`src/rtl/fpcmp_pkg.sv`:
```
package fpcmp_pkg;

    localparam int OPC_W   = 9;
    localparam int SR_W    = 64;
    localparam int OPND_W  = 64;
    localparam int SEL_W   = 2;
    localparam int N_FIELD = 1 << SEL_W;
    localparam int MAG_W   = OPND_W - 1;

    localparam logic [OPC_W-1:0] OPC_QS  = 9'h051;
    localparam logic [OPC_W-1:0] OPC_QD  = 9'h052;
    localparam logic [OPC_W-1:0] OPC_QQ  = 9'h053;
    localparam logic [OPC_W-1:0] OPC_SS  = 9'h054;
    localparam logic [OPC_W-1:0] OPC_SD  = 9'h055;
    localparam logic [OPC_W-1:0] OPC_SQ  = 9'h056;

    typedef enum logic [1:0] {
        FCC_EQ = 2'd0,
        FCC_LT = 2'd1,
        FCC_GT = 2'd2,
        FCC_UN = 2'd3
    } fcc_e;

    typedef enum logic [2:0] {
        K_QUIET_S,
        K_QUIET_D,
        K_SIG_S,
        K_SIG_D,
        K_QUAD,
        K_BAD
    } kind_e;

    typedef struct packed {
        logic             sign;
        logic             is_nan;
        logic             is_zero;
        logic [MAG_W-1:0] mag;
    } opnd_t;

    typedef struct packed {
        logic [SR_W-1:0] status;
        logic            done;
        logic            exc_invalid;
        logic            exc_other;
        logic            exc_unimpl;
    } result_t;

    function automatic kind_e decode_op(input logic [OPC_W-1:0] opc);
        case (opc)
            OPC_QS:         return K_QUIET_S;
            OPC_QD:         return K_QUIET_D;
            OPC_SS:         return K_SIG_S;
            OPC_SD:         return K_SIG_D;
            OPC_QQ, OPC_SQ: return K_QUAD;
            default:        return K_BAD;
        endcase
    endfunction

    function automatic logic is_double(input kind_e k);
        return (k == K_QUIET_D) || (k == K_SIG_D);
    endfunction

    function automatic int field_lo(input int idx);
        return (idx == 0) ? 10 : (2 * idx + 30);
    endfunction

endpackage

```
`src/rtl/fpcmp_classify.sv`:
```
module fpcmp_classify
    import fpcmp_pkg::*;
#(
    parameter int EXP_W  = 8,
    parameter int FRAC_W = 23
) (
    input  logic [EXP_W+FRAC_W:0] bits,
    output opnd_t                 info
);
    localparam int TOP = EXP_W + FRAC_W;

    logic [EXP_W-1:0]  exp_f;
    logic [FRAC_W-1:0] frac_f;

    assign exp_f  = bits[TOP-1 -: EXP_W];
    assign frac_f = bits[FRAC_W-1:0];

    always_comb begin
        info         = '0;
        info.sign    = bits[TOP];
        info.is_nan  = (&exp_f) && (|frac_f);
        info.is_zero = ~|bits[TOP-1:0];
        info.mag     = MAG_W'(bits[TOP-1:0]);
    end
endmodule

```
`src/rtl/fpcmp_order.sv`:
```
module fpcmp_order
    import fpcmp_pkg::*;
(
    input  opnd_t a,
    input  opnd_t b,
    output fcc_e  rel,
    output logic  unordered
);
    logic mag_lt;
    logic mag_eq;

    assign mag_lt    = a.mag < b.mag;
    assign mag_eq    = a.mag == b.mag;
    assign unordered = a.is_nan | b.is_nan;

    always_comb begin
        if (unordered) begin
            rel = FCC_UN;
        end else if (a.is_zero && b.is_zero) begin
            rel = FCC_EQ;
        end else if (a.sign != b.sign) begin
            rel = a.sign ? FCC_LT : FCC_GT;
        end else if (mag_eq) begin
            rel = FCC_EQ;
        end else if (mag_lt) begin
            rel = a.sign ? FCC_GT : FCC_LT;
        end else begin
            rel = a.sign ? FCC_LT : FCC_GT;
        end
    end
endmodule

```
`src/rtl/fpcmp_field_insert.sv`:
```
module fpcmp_field_insert
    import fpcmp_pkg::*;
(
    input  logic [SR_W-1:0]  status_in,
    input  logic [SEL_W-1:0] sel,
    input  fcc_e             code,
    output logic [SR_W-1:0]  status_out
);
    logic [N_FIELD-1:0][SR_W-1:0] mask_v;
    logic [N_FIELD-1:0][SR_W-1:0] data_v;

    for (genvar g = 0; g < N_FIELD; g++) begin : g_field
        localparam int LO = field_lo(g);
        assign mask_v[g] = SR_W'(2'b11) << LO;
        assign data_v[g] = SR_W'(code) << LO;
    end

    always_comb begin
        status_out = (status_in & ~mask_v[sel]) | data_v[sel];
    end
endmodule

```
`src/rtl/fpcmp_unit.sv`:
```
module fpcmp_unit
    import fpcmp_pkg::*;
(
    input  logic              clk,
    input  logic              rst,
    input  logic              in_valid,
    input  logic [OPC_W-1:0]  in_opcode,
    input  logic [SEL_W-1:0]  in_sel,
    input  logic [OPND_W-1:0] op_a,
    input  logic [OPND_W-1:0] op_b,
    input  logic [SR_W-1:0]   status_in,
    output logic [SR_W-1:0]   status_out,
    output logic              done,
    output logic              exc_invalid,
    output logic              exc_other,
    output logic              exc_unimpl
);
    kind_e       kind;
    opnd_t [1:0] sgl_info;
    opnd_t [1:0] dbl_info;
    opnd_t [1:0] sel_info;
    fcc_e        rel;
    logic        unordered;
    logic [SR_W-1:0] ins_status;
    result_t     res_d;
    result_t     res_q;

    assign kind = decode_op(in_opcode);

    for (genvar k = 0; k < 2; k++) begin : g_opnd
        logic [OPND_W-1:0] raw;
        assign raw = (k == 0) ? op_a : op_b;

        fpcmp_classify #(.EXP_W(8), .FRAC_W(23)) u_sgl (
            .bits (raw[31:0]),
            .info (sgl_info[k])
        );
        fpcmp_classify #(.EXP_W(11), .FRAC_W(52)) u_dbl (
            .bits (raw),
            .info (dbl_info[k])
        );
        assign sel_info[k] = is_double(kind) ? dbl_info[k] : sgl_info[k];
    end

    fpcmp_order u_order (
        .a         (sel_info[0]),
        .b         (sel_info[1]),
        .rel       (rel),
        .unordered (unordered)
    );

    fpcmp_field_insert u_insert (
        .status_in  (status_in),
        .sel        (in_sel),
        .code       (rel),
        .status_out (ins_status)
    );

    always_comb begin
        res_d        = res_q;
        res_d.done        = 1'b0;
        res_d.exc_invalid = 1'b0;
        res_d.exc_other   = 1'b0;
        res_d.exc_unimpl  = 1'b0;
        if (in_valid) begin
            res_d.done   = 1'b1;
            res_d.status = status_in;
            unique case (kind)
                K_QUIET_S, K_QUIET_D: res_d.status = ins_status;
                K_SIG_S, K_SIG_D: begin
                    if (unordered) res_d.exc_invalid = 1'b1;
                    else           res_d.status      = ins_status;
                end
                K_QUAD:  res_d.exc_other  = 1'b1;
                default: res_d.exc_unimpl = 1'b1;
            endcase
        end
    end

    always_ff @(posedge clk) begin
        if (rst) res_q <= '0;
        else     res_q <= res_d;
    end

    assign status_out  = res_q.status;
    assign done        = res_q.done;
    assign exc_invalid = res_q.exc_invalid;
    assign exc_other   = res_q.exc_other;
    assign exc_unimpl  = res_q.exc_unimpl;
endmodule

```
`config.mk`:
```
export PLATFORM = sky130hd
export DESIGN_NAME = fpcmp_unit
export DESIGN_NICKNAME = d
export VERILOG_FILES = /design/src/rtl/fpcmp_pkg.sv /design/src/rtl/fpcmp_classify.sv /design/src/rtl/fpcmp_order.sv /design/src/rtl/fpcmp_field_insert.sv /design/src/rtl/fpcmp_unit.sv
export SDC_FILE = /design/constraint.sdc
export NUM_CORES = 1
export LEC_CHECK = 0
export CAP_MARGIN = 25
export CORE_ASPECT_RATIO = 1.2
export CORE_MARGIN = 2
export CORE_UTILIZATION = 23
export CTS_BUF_LIST = sky130_fd_sc_hd__clkbuf_8
export CTS_CLUSTER_DIAMETER = 200
export CTS_CLUSTER_SIZE = 8
export DETAILED_ROUTE_END_ITERATION = 8
export GPL_TIMING_DRIVEN = 0
export PLACE_DENSITY_LB_ADDON = 0.1
export SETUP_SLACK_MARGIN = 0.3
export SYNTH_ARGS = -nofsm -noshare
export SYNTH_HDL_FRONTEND = slang
export SYNTH_SLANG_ARGS = --single-unit
```
`constraint.sdc`:
```
create_clock -name clk -period 7.3 [get_ports clk]
set_input_delay 1.095 -clock clk [delete_from_list [all_inputs] [get_ports clk]]
set_output_delay 1.095 -clock clk [all_outputs]
set_load 0.02 [all_outputs]
```
Word-level counts from Yosys, hierarchy flattened
Cells that the tools add are included.

word-level totals
  register bits after elaboration = 68
  input bits = 206
  logic and storage cells = 75

cells by class
  magnitude comparators = 2
  equality and inequality tests = 12
  muxes and demuxes = 21
  bitwise gates (word level) = 6
  reduce and logical (&&, ||, !) cells = 29

operators by type and width
  operator            count
  $bmux 64 s2         2
  $mux 64             3
  $mux 66             2
  $pmux 64 s2         1
  $reduce_or 63->1    2
  $reduce_or 52->1    2
  $and 64x64->64      1
  $not 64->64         1
  $or 64x64->64       1
  $eq 63x63->1        1
  $lt 63x63->1        1
  $reduce_or 31->1    2
  $eq 9x7->1 const B  6
  $reduce_or 23->1    2
  $reduce_and 11->1   2
  $reduce_and 8->1    2
  $pmux 3 s5          1
  $mux 2              7
  $reduce_or 2->1     4
  $eq 3x2->1 const B  2
  $logic_and 1x1->1   5
  $reduce_or 5->1     1
  $logic_not 1->1     4
  $mux 1              4
  10 further kinds    11

Longest topological paths before layout
  depth in word-level cells = 17
  mapped depth = 15
  depth with buffers taken out = 13

Hierarchy
A second synthesis with hierarchy kept.

unflattened totals
  cells, all modules = 1325
  area, all modules = 10565.1 um^2

modules (own cells, without submodules)
  module                                instances  cells each  area an instance (um^2)  seq. area each (um^2)
  fpcmp_unit                            1          676         5878.1                   1361.3
  fpcmp_order                           1          239         1679.1                   0.0
  fpcmp_classify (g_opnd[0].u_dbl ...)  2          90          651.9                    0.0
  fpcmp_classify (g_opnd[0].u_sgl ...)  2          81          586.8                    0.0
  fpcmp_field_insert                    1          68          530.5                    0.0

Worst setup path before layout
OpenSTA, ideal clock, no wires.

  path kind = in2reg
  start = input port in_opcode[3]
  end = register res_q, in the netlist status_out[34]
  setup time = 0.134 ns
  data arrival time = 4.612 ns
  path slack = 2.554 ns
  stages on the path = 15
  buffers on the path = 2
  cell sequence = nor4b_1 > nand3b_1 > nor2_2 > clkbuf_1 > clkbuf_1 > nand2_1 > ha_1 > a21o_1 > a221o_1 > a221oi_2 > nor2_1 > a2111o_1 > a21o_1 > a211oi_2 > o22ai_1

between the ends
  cells in the longest elaborated chain, start to end = 17
  elaborated cells between the ends (all ways) = 34
  those cells by class = 1 x order compare; 11 x eq/ne; 14 x mux; 2 x bitwise; 6 x reduce/logical

RTL lines
  item                                             line                               text
  from (decl)                                      fpcmp_unit.sv:7                    input logic [OPC_W-1:0] in_opcode,
  $eq 9x7->1                                       fpcmp_pkg.sv:49                    case (opc)
  $reduce_or 2->1                                  fpcmp_pkg.sv:49
  $pmux 3 s5 *                                     fpcmp_pkg.sv:49
  $eq 3x1->1 / $eq 3x2->1 (equally long branches)  fpcmp_pkg.sv:60, fpcmp_unit.sv:68
  $logic_or 1x1->1                                 fpcmp_pkg.sv:60                    return (k == K_QUIET_D) || (k == K_SIG_D);
  $mux 66                                          fpcmp_unit.sv:42                   assign sel_info[k] = is_double(kind) ? dbl_info[k] : sgl_info[k];
  $lt 63x63->1 (tied with other cells)             fpcmp_order.sv:12                  assign mag_lt = a.mag < b.mag;
  $mux 2                                           fpcmp_order.sv:25                  end else if (mag_lt) begin
  $mux 2                                           fpcmp_order.sv:23                  end else if (mag_eq) begin
  $mux 2                                           fpcmp_order.sv:21                  end else if (a.sign != b.sign) begin
  $mux 2                                           fpcmp_order.sv:19                  end else if (a.is_zero && b.is_zero) begin
  $mux 2                                           fpcmp_order.sv:17                  if (unordered) begin
  $bmux 64 s2                                      fpcmp_field_insert.sv:19           status_out = (status_in & ~mask_v[sel]) | data_v[sel];
  $mux 64 (not written as such)                    fpcmp_field_insert.sv:19
  $or 64x64->64                                    fpcmp_field_insert.sv:19
  $mux 64                                          fpcmp_unit.sv:71                   if (unordered) res_d.exc_invalid = 1'b1;
  $pmux 64 s2 *                                    fpcmp_unit.sv:68                   unique case (kind)
  to (signal assigned)                             fpcmp_unit.sv:82                   else res_q <= res_d;
  to (decl)                                        fpcmp_unit.sv:26                   result_t res_q;

Every way passes the cells marked *; elsewhere a longest branch is shown, timed or not. The select of a mux whose other input is x is not followed.
A chain may end at the register's enable or synchronous reset.

Worst setup path in the final report
  start = input port in_opcode[3]
  end = register res_q, in the netlist status_out[11]

Same word-level chain as after synthesis.

==> metrics.md <==
| Metric | Value |
|---|---|
| Chip width | `approximately 140 um` |
| Worst setup EP type | `flip-flop` |
| Dpl hpwl | `15,600 um` |
| Type of origin of the critical path | `primary input` |
| CP Data Required Time | `roughly 7.5 ns` |
| Routed vias | `5,276` |
| Critical path destination | `status_out[11]` |
| Grt total ovfl | `0` |
| Vias in the first global route | `between 5,000 and 6,000` |
| Post-Syn Nets | `~860` |
| Core area | `0.0210 mm^2` |
| Distinct cells, synth | `50` |
| Antenna Cells | `0` |
| Drt wl/cell | `~16 um` |
| Antenna violations before repair | `0` |
| Worst slew pin tran | `about 0.76 ns` |
| Crit-path max FO | `10` |
| Pin count of the biggest net entering global routing | `13` |
| Num ports | `274` |
| Final Power | `0.00114 W` |
| Total negative slack | `0 ns` |
| P_leak | `3.32 nW` |
| Clk_lat worst skew | `between 0.3 and 0.4 ns` |
| Number of buffers added on ports | `272` |
| Synth warn | `0` |
| FF-to-FF path depth | `3` |
| HP Class | `reg -> reg` |
| Root Buffer | `clkbuf_8` |
| Drt total wl | `18,700 um` |
| Period utilisation layout | `0.779` |
| Fmax | `approximately 0.18 GHz` |
| Final core occ | `0.393` |
| Post-CTS Setup Inserts | `0` |
| Mapped Cells | `590` |
| Number of max-cap violations | `0` |
| Setup CP Type | `in -> reg` |
| Worst r2r dst | `status_out[32]` |
| Starting density of the core | `0.235` |
| DRT antenna net count | `0` |
| Die height | `164 um` |
| Synthesis-to-layout area growth | `67.4%` |
| Post-synth EDFFs | `0` |
| Worst Skew | `0 ns` |
| Wire length of the first global-routing pass | `28,400 um` |
| Num Clock Sinks | `68` |
| Final Slew Violations | `0` |
| Clock-pin slew on the worst setup and hold paths | `roughly 0.08 ns` |
| Peak VDD IR | `about 130 uV` |
| Layout cells sized above 1 | `0.0342` |
| Vias per cell | `4.60` |
| Nets | `1,142` |
| FF-to-FF setup slack | `6.46 ns` |
| Area of the die | `0.0226 mm^2` |
| Yosys reg bits | `68` |
| Status | `finished, final reports clean` |
| Final GP Congestion | `0.793` |
| FP Rows | `58` |
| Ys async rst share | `0` |
| 1st-iter DRT viols | `151` |
| Most frequent cells in the layout | `272 x clkdlybuf4s50_1, 70 x nor2_1, 68 x dfxtp_1, 63 x ha_1, 59 x mux2i_1` |
| Post-CTS sizing | `0` |
| GRT Total Usage | `0.162` |
| Pre-antenna DRT Iters | `4` |
| Min Tclk post-route | `5.69 ns` |
| Setup violations, final | `0` |
| CP Data Arrival Time | `5.91 ns` |
| RSZ-0062 raised after global routing | `false` |
| Syn avg cell area | `8.36 um^2` |
| Number of hold buffers added after cts | `0` |
| CTS tree | `built` |
| FF-to-FF Start | `status_out[32]` |
| Pre-CTS setup slack | `between 1 and 1.5 ns` |
| Slew HR | `0.492` |
| Ys flop type | `dfxtp_1` |
| Hold Violations, Final | `0` |
| Post-synthesis cell area | `0.00493 mm^2` |
| Drc violations | `0` |
| CTS Buffer Depth | `2` |
| CP Launch Point | `in_opcode[3]` |
| Most common cell after layout, fill and taps aside | `clkdlybuf4s50_1` |
| H-tree Lvls | `3` |
| P per Cell Area | `approximately 140 mW/mm^2` |
| Seq/Total Area, Yosys | `0.276` |
| Num CTS Buffers | `9` |
| Worst setup margin | `approximately 1.6 ns` |
==> kinds of logic (layout without fill, tap and decap cells) <==
group / Yosys count / after routing / synth area share
flip-flops: 68 / 68 / 0.276
buffers and inverters: 57 / 344 / 0.0434
XOR/XNOR: 1 / 1 / 0.00178
adder cells (fa/ha/maj): 63 / 63 / 0.160
AND/OR/NAND/NOR: 258 / 258 / 0.282
multiplexers: 60 / 60 / 0.122
AO/OA/AOI/OAI: 83 / 83 / 0.115
==> power by group <==
group	switching (W)	internal, W	leakage, nW
registers	0.0000103	0.000392	0.561
clock network	0.000162	0.000261	0.126
logic	0.000133	0.000181	2.63
==> worst max-delay path, cell delays in order <==
cell and delay [ns]:
clkdlybuf4s50_1 0.39, nor4b_1 0.31, nand3b_1 0.36, nor2_2 0.43, clkbuf_1 0.36, clkbuf_1 0.42, nand2_1 0.11, ha_1 0.32
nand4_1 0.16, nand4bb_1 0.40, nor4_4 0.48, a31oi_1 0.19, nand3_1 0.18, a2111oi_2 0.07, a211oi_2 0.45, o22ai_1 0.16
==> routing by layer <==
metal  track usage  routed length (um)  vias up
met5             0                   0        -
met4        0.0506                 375        0
met3        0.0424                1450       21
met2         0.287                9160      171
met1         0.188                7740     2366
li1              -                   -     2718
==> final cells by class <==
type                            instances  area, um^2
Sequential cell                        68        1360
Inverter                               35         131
Multi-Input combinational cell        465        3350
Timing Repair Buffer                  272        2720
Clock buffer                            9         124
Tap cell                              270         338
Buffer                                 22        82.6
Fill cell                            2208       12700
Clock inverter                          6         136
==> sequential cells by signal, indices dropped and copies added, names as in the netlist <==
signal	cells
exc_unimpl	1
done	1
exc_other	1
status_out	64
exc_invalid	1
==> metrics by stage <==
stage / hold WS, ns / area, um^2 / std cells
final: 0.495 / 8250 / 1147
after global routing: 0.517 / 8250 / 1147
after CTS: 0.501 / 8250 / 1147
after detailed placement: 0.480 / 7990 / 1132
after global placement: 0.472 / 7990 / 1132
after floorplan: 0.584 / 4930 / 590
==> Yosys cell counts (2+ instances only) <==
cell type	instances	area (um^2)
o31ai_1	2	15.0
o22ai_1	9	56.3
o2111ai_1	2	17.5
nand3b_1	4	30.0
and4_1	3	26.3
and2_1	33	206
a211oi_2	2	25.0
a21o_1	7	52.6
nor2b_1	11	68.8
o21ai_0	8	40.0
clkbuf_1	16	60.1
a21oi_1	23	115
nand2_1	44	165
nor4_1	26	163
nand3_1	9	45.0
nor4_2	6	75.1
nor2_1	70	263
o31a_1	2	17.5
buf_1	6	22.5
nor3_1	8	40.0
ha_1	63	788
mux2i_1	59	591
nand2b_1	5	31.3
nand4_1	30	188
a31oi_1	9	56.3
inv_1	34	128
o21ai_1	3	15.0
nor4b_1	2	17.5
or4_1	2	15.0
dfxtp_1	68	1360
a211oi_1	5	37.5
==> worst min path at each step <==
stage	start	cells after the start	slack, ns	endpoint
3_5_place_dp	status_out[20]	2	0.48	status_out[20]
2_1_floorplan	status_out[0]	2	0.58	status_out[0]
3_3_place_gp	status_out[30]	2	0.47	status_out[30]
6_report	status_out[2]	2	0.49	status_out[2]
4_1_cts	status_out[6]	2	0.50	status_out[6]
5_1_grt	status_out[63]	2	0.52	status_out[63]
(Power assumes the default switching activity.)
